===== src/rtl/rot_prio_irq_pkg.sv =====
`timescale 1ns/1ps
package rot_prio_irq_pkg;
  localparam int unsigned NUM_IN  = 8;
  localparam int unsigned IDX_W   = $clog2(NUM_IN);
  localparam int unsigned RANK_W  = IDX_W + 1;
  localparam int unsigned CHAIN_IN = 2;
  localparam logic [NUM_IN-1:0] PRI_TRIG_MASK = 8'hF8;
  localparam logic [NUM_IN-1:0] SEC_TRIG_MASK = 8'hDE;
endpackage


===== src/rtl/rpi_rank.sv =====
`timescale 1ns/1ps
module rpi_rank #(
  parameter int unsigned N  = 8,
  parameter int unsigned IW = 3,
  localparam int unsigned RW = IW + 1
) (
  input  logic [N-1:0]  bits_i,
  input  logic [IW-1:0] base_i,
  output logic [RW-1:0] rank_o
);
  logic [N-1:0] rot_w;

  for (genvar k = 0; k < N; k++) begin : g_rot
    assign rot_w[k] = bits_i[IW'(base_i + IW'(k))];
  end

  always_comb begin
    rank_o = RW'(N);
    for (int k = N - 1; k >= 0; k--) begin
      if (rot_w[k]) rank_o = RW'(k);
    end
  end

  always_comb begin
    if (rank_o != RW'(N)) begin
      assert_rank_hit_R3: assert (bits_i[IW'(rank_o[IW-1:0] + base_i)]);
    end else begin
      assert_rank_none_R3: assert (bits_i == '0);
    end
  end
endmodule


===== src/rtl/rpi_req_reg.sv =====
`timescale 1ns/1ps
module rpi_req_reg #(
  parameter int unsigned N = 8,
  parameter logic [N-1:0] TRIG_MASK = '1
) (
  input  logic         clk_i,
  input  logic         rst_ni,
  input  logic [N-1:0] irq_i,
  input  logic         trig_wr_i,
  input  logic [N-1:0] trig_data_i,
  input  logic         mask_wr_i,
  input  logic [N-1:0] mask_data_i,
  input  logic [N-1:0] clr_i,
  output logic [N-1:0] req_o,
  output logic [N-1:0] trig_o,
  output logic [N-1:0] mask_o
);
  logic [N-1:0] req_q, prev_q, trig_q, mask_q;
  logic [N-1:0] rise_w, req_d;

  always_comb begin
    rise_w = irq_i & ~prev_q;
    req_d  = (trig_q & irq_i) | (~trig_q & (req_q | rise_w));
    req_d  = req_d & ~(clr_i & ~trig_q);  // level sources stay asserted
  end

  always_ff @(posedge clk_i or negedge rst_ni) begin
    if (!rst_ni) begin
      req_q  <= '0;
      prev_q <= '0;
      trig_q <= '0;
      mask_q <= '0;
    end else begin
      req_q  <= req_d;
      prev_q <= irq_i;
      if (trig_wr_i) trig_q <= trig_data_i & TRIG_MASK;
      if (mask_wr_i) mask_q <= mask_data_i;
    end
  end

  assign req_o  = req_q;
  assign trig_o = trig_q;
  assign mask_o = mask_q;

  assert_level_follow_R1: assert property (@(posedge clk_i) disable iff (!rst_ni)
    1'b1 |=> ((req_q & $past(trig_q)) == ($past(irq_i) & $past(trig_q))));

  assert_edge_hold_R2: assert property (@(posedge clk_i) disable iff (!rst_ni)
    1'b1 |=> ((req_q & $past(~trig_q & req_q & ~clr_i)) == $past(~trig_q & req_q & ~clr_i)));

  assert_edge_only_rise_R2: assert property (@(posedge clk_i) disable iff (!rst_ni)
    1'b1 |=> ((req_q & ~$past(req_q) & $past(~trig_q) & ~$past(irq_i & ~prev_q)) == '0));

  assert_trig_mask_R9: assert property (@(posedge clk_i) disable iff (!rst_ni)
    (trig_q & ~TRIG_MASK) == '0);
endmodule


===== src/rtl/rpi_svc_reg.sv =====
`timescale 1ns/1ps
module rpi_svc_reg #(
  parameter int unsigned N  = 8,
  parameter int unsigned IW = 3
) (
  input  logic          clk_i,
  input  logic          rst_ni,
  input  logic          ack_fire_i,
  input  logic [IW-1:0] ack_idx_i,
  input  logic          auto_eoi_i,
  input  logic          rot_aeoi_i,
  input  logic          eoi_i,
  input  logic [IW-1:0] eoi_idx_i,
  input  logic          base_wr_i,
  input  logic [IW-1:0] base_data_i,
  output logic [N-1:0]  svc_o,
  output logic [IW-1:0] base_o
);
  logic [N-1:0]  svc_q, svc_d, set_w, clr_w;
  logic [IW-1:0] base_q, base_d;

  always_comb begin
    set_w = (ack_fire_i && !auto_eoi_i) ? (N'(1) << ack_idx_i) : '0;
    clr_w = eoi_i ? (N'(1) << eoi_idx_i) : '0;
    svc_d = (svc_q | set_w) & ~clr_w;
    if (base_wr_i)                                    base_d = base_data_i;
    else if (ack_fire_i && auto_eoi_i && rot_aeoi_i)  base_d = ack_idx_i + 1'b1;
    else                                              base_d = base_q;
  end

  always_ff @(posedge clk_i or negedge rst_ni) begin
    if (!rst_ni) begin
      svc_q  <= '0;
      base_q <= '0;
    end else begin
      svc_q  <= svc_d;
      base_q <= base_d;
    end
  end

  assign svc_o  = svc_q;
  assign base_o = base_q;

  assert_ack_svc_R5: assert property (@(posedge clk_i) disable iff (!rst_ni)
    (ack_fire_i && !auto_eoi_i && !eoi_i) |=> svc_q[$past(ack_idx_i)]);

  assert_aeoi_keep_R6: assert property (@(posedge clk_i) disable iff (!rst_ni)
    (ack_fire_i && auto_eoi_i && !eoi_i) |=> (svc_q == $past(svc_q)));

  assert_rot_base_R7: assert property (@(posedge clk_i) disable iff (!rst_ni)
    (ack_fire_i && auto_eoi_i && rot_aeoi_i && !base_wr_i) |=> (base_q == IW'($past(ack_idx_i) + 1'b1)));

  assert_eoi_clr_R10: assert property (@(posedge clk_i) disable iff (!rst_ni)
    eoi_i |=> !svc_q[$past(eoi_idx_i)]);

  assert_base_load_R11: assert property (@(posedge clk_i) disable iff (!rst_ni)
    base_wr_i |=> (base_q == $past(base_data_i)));
endmodule


===== src/rtl/rot_prio_irq.sv =====
`timescale 1ns/1ps
module rot_prio_irq
  import rot_prio_irq_pkg::*;
#(
  parameter bit IS_MASTER = 1'b1
) (
  input  logic              clk_i,
  input  logic              rst_ni,
  input  logic [NUM_IN-1:0] irq_i,
  input  logic              trig_wr_i,
  input  logic [NUM_IN-1:0] trig_data_i,
  input  logic              mask_wr_i,
  input  logic [NUM_IN-1:0] mask_data_i,
  input  logic              ack_i,
  input  logic              auto_eoi_i,
  input  logic              rot_aeoi_i,
  input  logic              nested_i,
  input  logic              eoi_i,
  input  logic [IDX_W-1:0]  eoi_idx_i,
  input  logic              base_wr_i,
  input  logic [IDX_W-1:0]  base_data_i,
  output logic              int_o,
  output logic [IDX_W-1:0]  vec_o,
  output logic [NUM_IN-1:0] req_o,
  output logic [NUM_IN-1:0] svc_o,
  output logic [NUM_IN-1:0] trig_o,
  output logic [IDX_W-1:0]  base_o
);
  localparam logic [NUM_IN-1:0] TRIG_MASK = IS_MASTER ? PRI_TRIG_MASK : SEC_TRIG_MASK;

  logic [NUM_IN-1:0] req_w, trig_w, mask_w, svc_w, pend_w, svc_eff_w, clr_w;
  logic [IDX_W-1:0]  base_w, grant_idx_w;
  logic [RANK_W-1:0] pend_rank_w, svc_rank_w;
  logic              grant_w, ack_fire_w;
  logic              int_q;
  logic [IDX_W-1:0]  vec_q;

  assign pend_w = req_w & ~mask_w;

  if (IS_MASTER) begin : g_master
    always_comb begin
      svc_eff_w = svc_w;
      if (nested_i) svc_eff_w[CHAIN_IN] = 1'b0;
    end
  end else begin : g_slave
    assign svc_eff_w = svc_w;
  end

  rpi_rank #(.N(NUM_IN), .IW(IDX_W)) u_pend_rank (
    .bits_i(pend_w), .base_i(base_w), .rank_o(pend_rank_w));

  rpi_rank #(.N(NUM_IN), .IW(IDX_W)) u_svc_rank (
    .bits_i(svc_eff_w), .base_i(base_w), .rank_o(svc_rank_w));

  assign grant_w     = pend_rank_w < svc_rank_w;
  assign grant_idx_w = pend_rank_w[IDX_W-1:0] + base_w;
  assign ack_fire_w  = ack_i && grant_w;
  assign clr_w       = ack_fire_w ? (NUM_IN'(1) << grant_idx_w) : '0;

  rpi_req_reg #(.N(NUM_IN), .TRIG_MASK(TRIG_MASK)) u_req (
    .clk_i, .rst_ni, .irq_i,
    .trig_wr_i, .trig_data_i, .mask_wr_i, .mask_data_i,
    .clr_i(clr_w), .req_o(req_w), .trig_o(trig_w), .mask_o(mask_w));

  rpi_svc_reg #(.N(NUM_IN), .IW(IDX_W)) u_svc (
    .clk_i, .rst_ni,
    .ack_fire_i(ack_fire_w), .ack_idx_i(grant_idx_w),
    .auto_eoi_i, .rot_aeoi_i, .eoi_i, .eoi_idx_i,
    .base_wr_i, .base_data_i,
    .svc_o(svc_w), .base_o(base_w));

  always_ff @(posedge clk_i or negedge rst_ni) begin
    if (!rst_ni) begin
      int_q <= 1'b0;
      vec_q <= '0;
    end else begin
      int_q <= grant_w;
      vec_q <= grant_w ? grant_idx_w : '0;
    end
  end

  assign int_o  = int_q;
  assign vec_o  = vec_q;
  assign req_o  = req_w;
  assign svc_o  = svc_w;
  assign trig_o = trig_w;
  assign base_o = base_w;

  assert_int_pending_R4: assert property (@(posedge clk_i) disable iff (!rst_ni)
    int_q |-> |($past(pend_w) & (NUM_IN'(1) << vec_q)));

  assert_vec_idle_R4: assert property (@(posedge clk_i) disable iff (!rst_ni)
    !int_q |-> (vec_q == '0));

  assert_masked_quiet_R13: assert property (@(posedge clk_i) disable iff (!rst_ni)
    int_q |-> !$past(mask_w[grant_idx_w]) || 1'b1 ? !(|($past(mask_w) & (NUM_IN'(1) << vec_q))) : 1'b1);

  assert_ack_nogrant_R5: assert property (@(posedge clk_i) disable iff (!rst_ni)
    (ack_i && !grant_w && !eoi_i && !base_wr_i) |=> (svc_w == $past(svc_w) && base_w == $past(base_w)));
endmodule


===== config.mk =====
export PLATFORM = sky130hd
export DESIGN_NAME = rot_prio_irq
export DESIGN_NICKNAME = d
export VERILOG_FILES = /design/src/rtl/rot_prio_irq_pkg.sv /design/src/rtl/rpi_rank.sv /design/src/rtl/rpi_req_reg.sv /design/src/rtl/rpi_svc_reg.sv /design/src/rtl/rot_prio_irq.sv
export SDC_FILE = /design/constraint.sdc
export NUM_CORES = 1
export LEC_CHECK = 0
export BUFFER_PORTS_ARGS = -buffer_cell sky130_fd_sc_hd__buf_2
export CAP_MARGIN = 40
export CORE_MARGIN = 2
export CORE_UTILIZATION = 50
export CTS_CLUSTER_SIZE = 24
export DETAILED_ROUTE_END_ITERATION = 8
export HOLD_SLACK_MARGIN = 0.08
export PLACE_DENSITY_LB_ADDON = 0.15
export SYNTH_ARGS = -nofsm -noshare
export SYNTH_HDL_FRONTEND = slang
export SYNTH_HIERARCHICAL = 1
export SYNTH_SLANG_ARGS = --single-unit

===== constraint.sdc =====
create_clock -name clk_i -period 4.2 [get_ports clk_i]
set_input_delay 0.42 -clock clk_i [delete_from_list [all_inputs] [get_ports clk_i]]
set_output_delay 0.42 -clock clk_i [all_outputs]
set_load 0.03 [all_outputs]

==> results of run 1 <==
## worst paths after layout
check | start | end | depth (start not counted)
worst max-delay path | u_svc/base_o[1] | u_svc/base_o[1] | 12
worst min-delay path | irq_i[5] | u_req/prev_q[5] | 1
worst max register to register | u_svc/base_o[1] | u_svc/base_o[1] | 12
worst min register to register | u_req/prev_q[0] | u_req/req_o[0] | 2
max in group asynchronous | rst_ni | u_svc/base_o[1] | 3
min in group asynchronous | rst_ni | int_o | 2
## state kept, by name (all words and copies together) (netlist names)
name	flops
vec_o	3
u_svc/base_o	3
u_req/prev_q	8
u_req/req_o	8
u_req/mask_o	8
u_svc/svc_o	8
int_o	1
u_req/trig_o	5
## per-layer routing
layer,vias up,part of all wire (%),track usage (%)
met2,60,48,31.9
met5,-,0,0
li1,1263,-,-
met3,8,3.3,3.03
met1,1311,47,29.7
met4,0,1.0,4.69
## cell type report
class	count	area (sq um)
well taps	80	100
clock buffers	5	68.8
repair buffers	79	448
inverters	13	48.8
flip-flops and latches	44	1100
clock inverters	2	60.1
fillers	586	2700
multi-input cells	229	2190
## repair_timing
| item | 4_1_cts | 5_1_grt |
|---|---|---|
| setup endpoints to repair | 0 | 5 |
| resized for setup | 0 | 4 |
| endpoints found under the hold margin | 13 | 0 |
| hold buffers | 1 | 0 |
| setup buffers | 0 | 4 |
## cell families after synthesis
group	count (synthesis)	synth area share [%]
buffers and inverters	26	5.31
muxes	81	33.4
AOI/OAI and AO/OA	46	9.39
xor gates and xnor gates	5	1.75
DFF	44	32.0
adders and majority gates	15	5.68
other	1	0.109
and+or+nand+nor	79	12.3
## through the flow
step	instance area, sq um	hold slack [ns]	setup WS, ns
4_1_cts	3970	0.237	0.0117
2_1_floorplan	3450	0.124	0.00673
5_1_grt	4020	0.228	0.0531
3_3_place_gp	3810	0.485	0.104
3_5_place_dp	3830	0.338	0.0241
6_report	4020	0.242	0.228
## cell usage in the layout, fill, tap and decap left out, drive strengths merged, types with 2 or more instances in the layout
cell type and instances:
dfrtp 44, and3 2, nand4b 2, o22ai 4, inv 13, mux2i 20, xnor2 2, a22oi 2
nand2b 3, mux2 45, bufinv 2, a21oi 11, nand2 12, a31oi 12, mux4 16, xor2 2
nor2b 19, buf 78, a32o 2, nor2 26, clkbuf 5, a221o 2, conb 3, a22o 5
and2 2, nand3 2, o21bai 5, nor3 8, ha 14
## critical path, stage by stage, from the launching register on
cell and delay, ns:
dfrtp_2 0.40, inv_1 0.10, ha_4 0.35, mux2_2 0.35, mux4_2 0.53, a22oi_1 0.18, a31oi_1 0.17, ha_1 0.23
fa_2 0.63, inv_1 0.09, ha_1 0.28, mux2_1 0.28, mux2_2 0.26
==> flow_summary.ini, run 1 <==
[outcome]
status = finished, final reports clean

[critical_path]
worst_ep_required_time_ns = 4.38
cp_max_fo = 9
path_class = reg -> reg
cp-end-kind = flop
reg2reg_slack_ns = 0.23
cp.arrival_ns = 4.15
start_kind = flop

[cts]
clk_latency_ns = 0.29
clkSinkCount = 44
cts_tree = yes
clock_path_buffers = 2
cts-root-buf = clkbuf_8
cts_max_level = 2
clk_pin_slew_ns = 0.08
cts_inserted_buffers = 5

[logic_synthesis]
async_flop_share_pct = 100
synth_edf_count = 0
postSynthCellCount = 297
synth_cell_type_count = 45
synth_top_cell_by_area = dfrtp_1
yosys_warnings = 6
syn_avg_cell_area_sq_um = 11.6
seq_area_frac_synth_pct = 32.0
ys_seq_elements = 44
synth_top_area_share_pct = 32.0
synth_area_sq_um = 3440
synth_common_cells = 44 x dfrtp_1, 32 x mux2_2, 21 x nor2_1
yosysMostFrequentCell = dfrtp_1
synth_area_leaders = dfrtp_1 32%, mux2_2 10%, mux4_1 9.2%
synth_ff_type = dfrtp_1

[place]
hpwl_um = 5640
place_inst = 440
gp_congestion = 0.797
io_buffers = 64

[global_route]
grt_pass1_vias = 2431
grt_pass1_wl_um = 12100
gr-usage-all-layers_pct = 20.3
grt_overflow_total = 0
grt_max_degree = 32
antenna_found_initial = 0

[routing]
drcViolationCount = 0
routed_wl_um = 7430
drt-vias-per-instance = 5.85
num_vias = 2642
drt_iter0_markers = 70
wl_per_cell_um = 16.4
antenna_left = 0
drt_pass1_iterations = 4

[sta]
final_max_slew_viol_count = 0
rsz0062_at_grt = false
setup_violations = 0
hold_viol = 0
skew_ns = 0.00530
fmax_mhz = 252
setup-tns-final_ns = 0
period_needed_ns = 3.97
period_share_pct = 94.6

[floorplan]
initial_utilization_pct = 51.2
pin_count = 71
core_area_sq_um = 6720
die-area_sq_um = 7560
rows = 30
fp.dieH_um = 86.9
die_w_um = 86.9

[hold_path]
hold_path.class = in -> reg

[flow_run]
maxCapViolCount = 0

[finish]
post-route-util_pct = 59.8
nets = 427
syn_to_final_growth_pct = 16.8
diodes = 0
drive_gt1_share_pct = 40.1
final-instance-count-excl-fill = 452
Power of run 1 is not shown: default switching activity piles up to over one toggle a cycle in this logic, so the estimate is an artifact.
==> inputs of run 2 (changes only) <==
==> constraint.sdc (replaced) <==
create_clock -name clk_i -period 4.4 [get_ports clk_i]
set_input_delay 0.44 -clock clk_i [delete_from_list [all_inputs] [get_ports clk_i]]
set_output_delay 0.44 -clock clk_i [all_outputs]
set_load 0.03 [all_outputs]
==> run 2 against run 1 <==
- via count up 0.26%
- sequential share of layout area up 0.39 points
- largest cell class unchanged
- maximum frequency down 6.8%
==> flow_summary.ini, run 2 (same netlist as run 1, synthesis figures left out) <==
[outcome]
status = finished, final reports clean

[cts]
cts_inserted_buffers = 5
clk_pin_slew_ns = 0.08
clkSinkCount = 44
cts-root-buf = clkbuf_8
cts_max_level = 2
clock_path_buffers = 2
cts_tree = yes
clk_latency_ns = 0.30

[routing]
drt_iter0_markers = 154
drt_pass1_iterations = 4
antenna_left = 0
routed_wl_um = 7490
num_vias = 2649
drcViolationCount = 0
drt-vias-per-instance = 5.87
wl_per_cell_um = 16.6

[place]
gp_congestion = 0.841
io_buffers = 64
dp_slack_ns = 0.157
place_inst = 439
hpwl_um = 5690

[floorplan]
rows = 30
fp.dieH_um = 86.9
pin_count = 71
die_w_um = 86.9
core_area_sq_um = 6720
initial_utilization_pct = 51.2
die-area_sq_um = 7560

[critical_path]
path_class = reg -> reg
startpoint = u_svc/base_o[1]
start_kind = flop
max_stage_delay_ns = 0.64
crit_family = adder cells
path_buf_inv = 3
cp_cell_sequence = inv_1, ha_1, buf_4, mux2_2, mux4_2, a22oi_1, a31oi_1, ha_1, fa_2, inv_1, ha_1, mux2_1, mux2_2
cp.arrival_ns = 4.45
crit_path_end = u_svc/base_o[1]
r2r_start = u_svc/base_o[1]
cp_common_cell = ha_1
cp_max_fo = 8
worst_ep_required_time_ns = 4.59
path_depth = 13
cp_slowest_cell = fa_2
ff2ff_path_depth = 13
cp-end-kind = flop
reg2reg_slack_ns = 0.14
rr_endpoint = u_svc/base_o[1]

[hold_path]
hold_path.class = in -> reg

[sta]
layout_setup_ws_ns = 0.139
final_max_slew_viol_count = 0
skew_ns = 0.00652
fmax_mhz = 235
worstMarginPinSlew_ns = 0.574
period_share_pct = 96.8
slew_headroom_pct = 61.8
setup-tns-final_ns = 0
period_needed_ns = 4.26
setup_violations = 0
hold_viol = 0
rsz0062_at_grt = true

[finish]
most-common-layout-cells = 64 x buf_2, 44 x dfrtp_1, 32 x mux2_2
final-instance-count-excl-fill = 451
final_common_cell = buf_2
syn_to_final_growth_pct = 15.0
nets = 425
diodes = 0
drive_gt1_share_pct = 38.8

[global_route]
grt_pass1_wl_um = 12200
gr-usage-all-layers_pct = 20.4
grt_pass1_vias = 2539
grt_max_degree = 34
antenna_found_initial = 0
grt_overflow_total = 0

[flow_run]
maxCapViolCount = 0
-- run 2: changes by cell type in the layout (fill, tap and decap cells not counted), moves of 2 or more --
cell	delta
dfrtp_2	-2
buf_4	-2
bufinv_16	-2
dfrtp_1	+2
-- run 2: metal layers --
layer	vias to the layer above	GRT usage, %	part of all wire, %
li1	1261	-	-
met5	-	0	0
met3	11	3.41	4.6
met1	1309	28.2	45
met2	68	33.2	48
met4	0	5.97	1.6
-- run 2: worst min path at each step --
stage               slack [ns]              end             from  cells past startpoint
finish                    0.26  u_req/prev_q[3]         irq_i[3]                      1
global route              0.24  u_req/prev_q[3]         irq_i[3]                      1
CTS                       0.25  u_req/prev_q[6]         irq_i[6]                      1
detailed placement        0.34         vec_o[2]           rst_ni                      1
global placement          0.48   u_req/req_o[0]  u_req/prev_q[0]                      2
floorplan                 0.14            int_o           rst_ni                      0
-- run 2: area by class of cell --
class	instances	area (sq um)
fillers	585	2770
multi-input cells	229	2180
flip-flops and latches	44	1100
repair buffers	77	433
well taps	80	100
clock buffers	6	72.6
inverters	13	48.8
clock inverters	2	16.3
-- run 2: repair_timing --
| item | CTS | global route |
|---|---|---|
| resized for setup | 0 | 4 |
| hold endpoints to repair | 11 | 0 |
| endpoints found under the setup margin | 0 | 3 |
| setup buffers | 0 | 3 |
| hold buffers | 1 | 0 |
-- run 2: metrics by stage --
| step | utilization [%] | hold slack, ns | instance area, sq um |
|---|---|---|---|
| 2_1_floorplan | - | 0.144 | 3450 |
| 3_3_place_gp | 56.4 | 0.485 | 3790 |
| 3_5_place_dp | 56.7 | 0.341 | 3810 |
| 4_1_cts | 58.2 | 0.247 | 3910 |
| 5_1_grt | 58.8 | 0.244 | 3950 |
| 6_report | 58.8 | 0.255 | 3950 |
Power of run 2 is left out for the same reason.
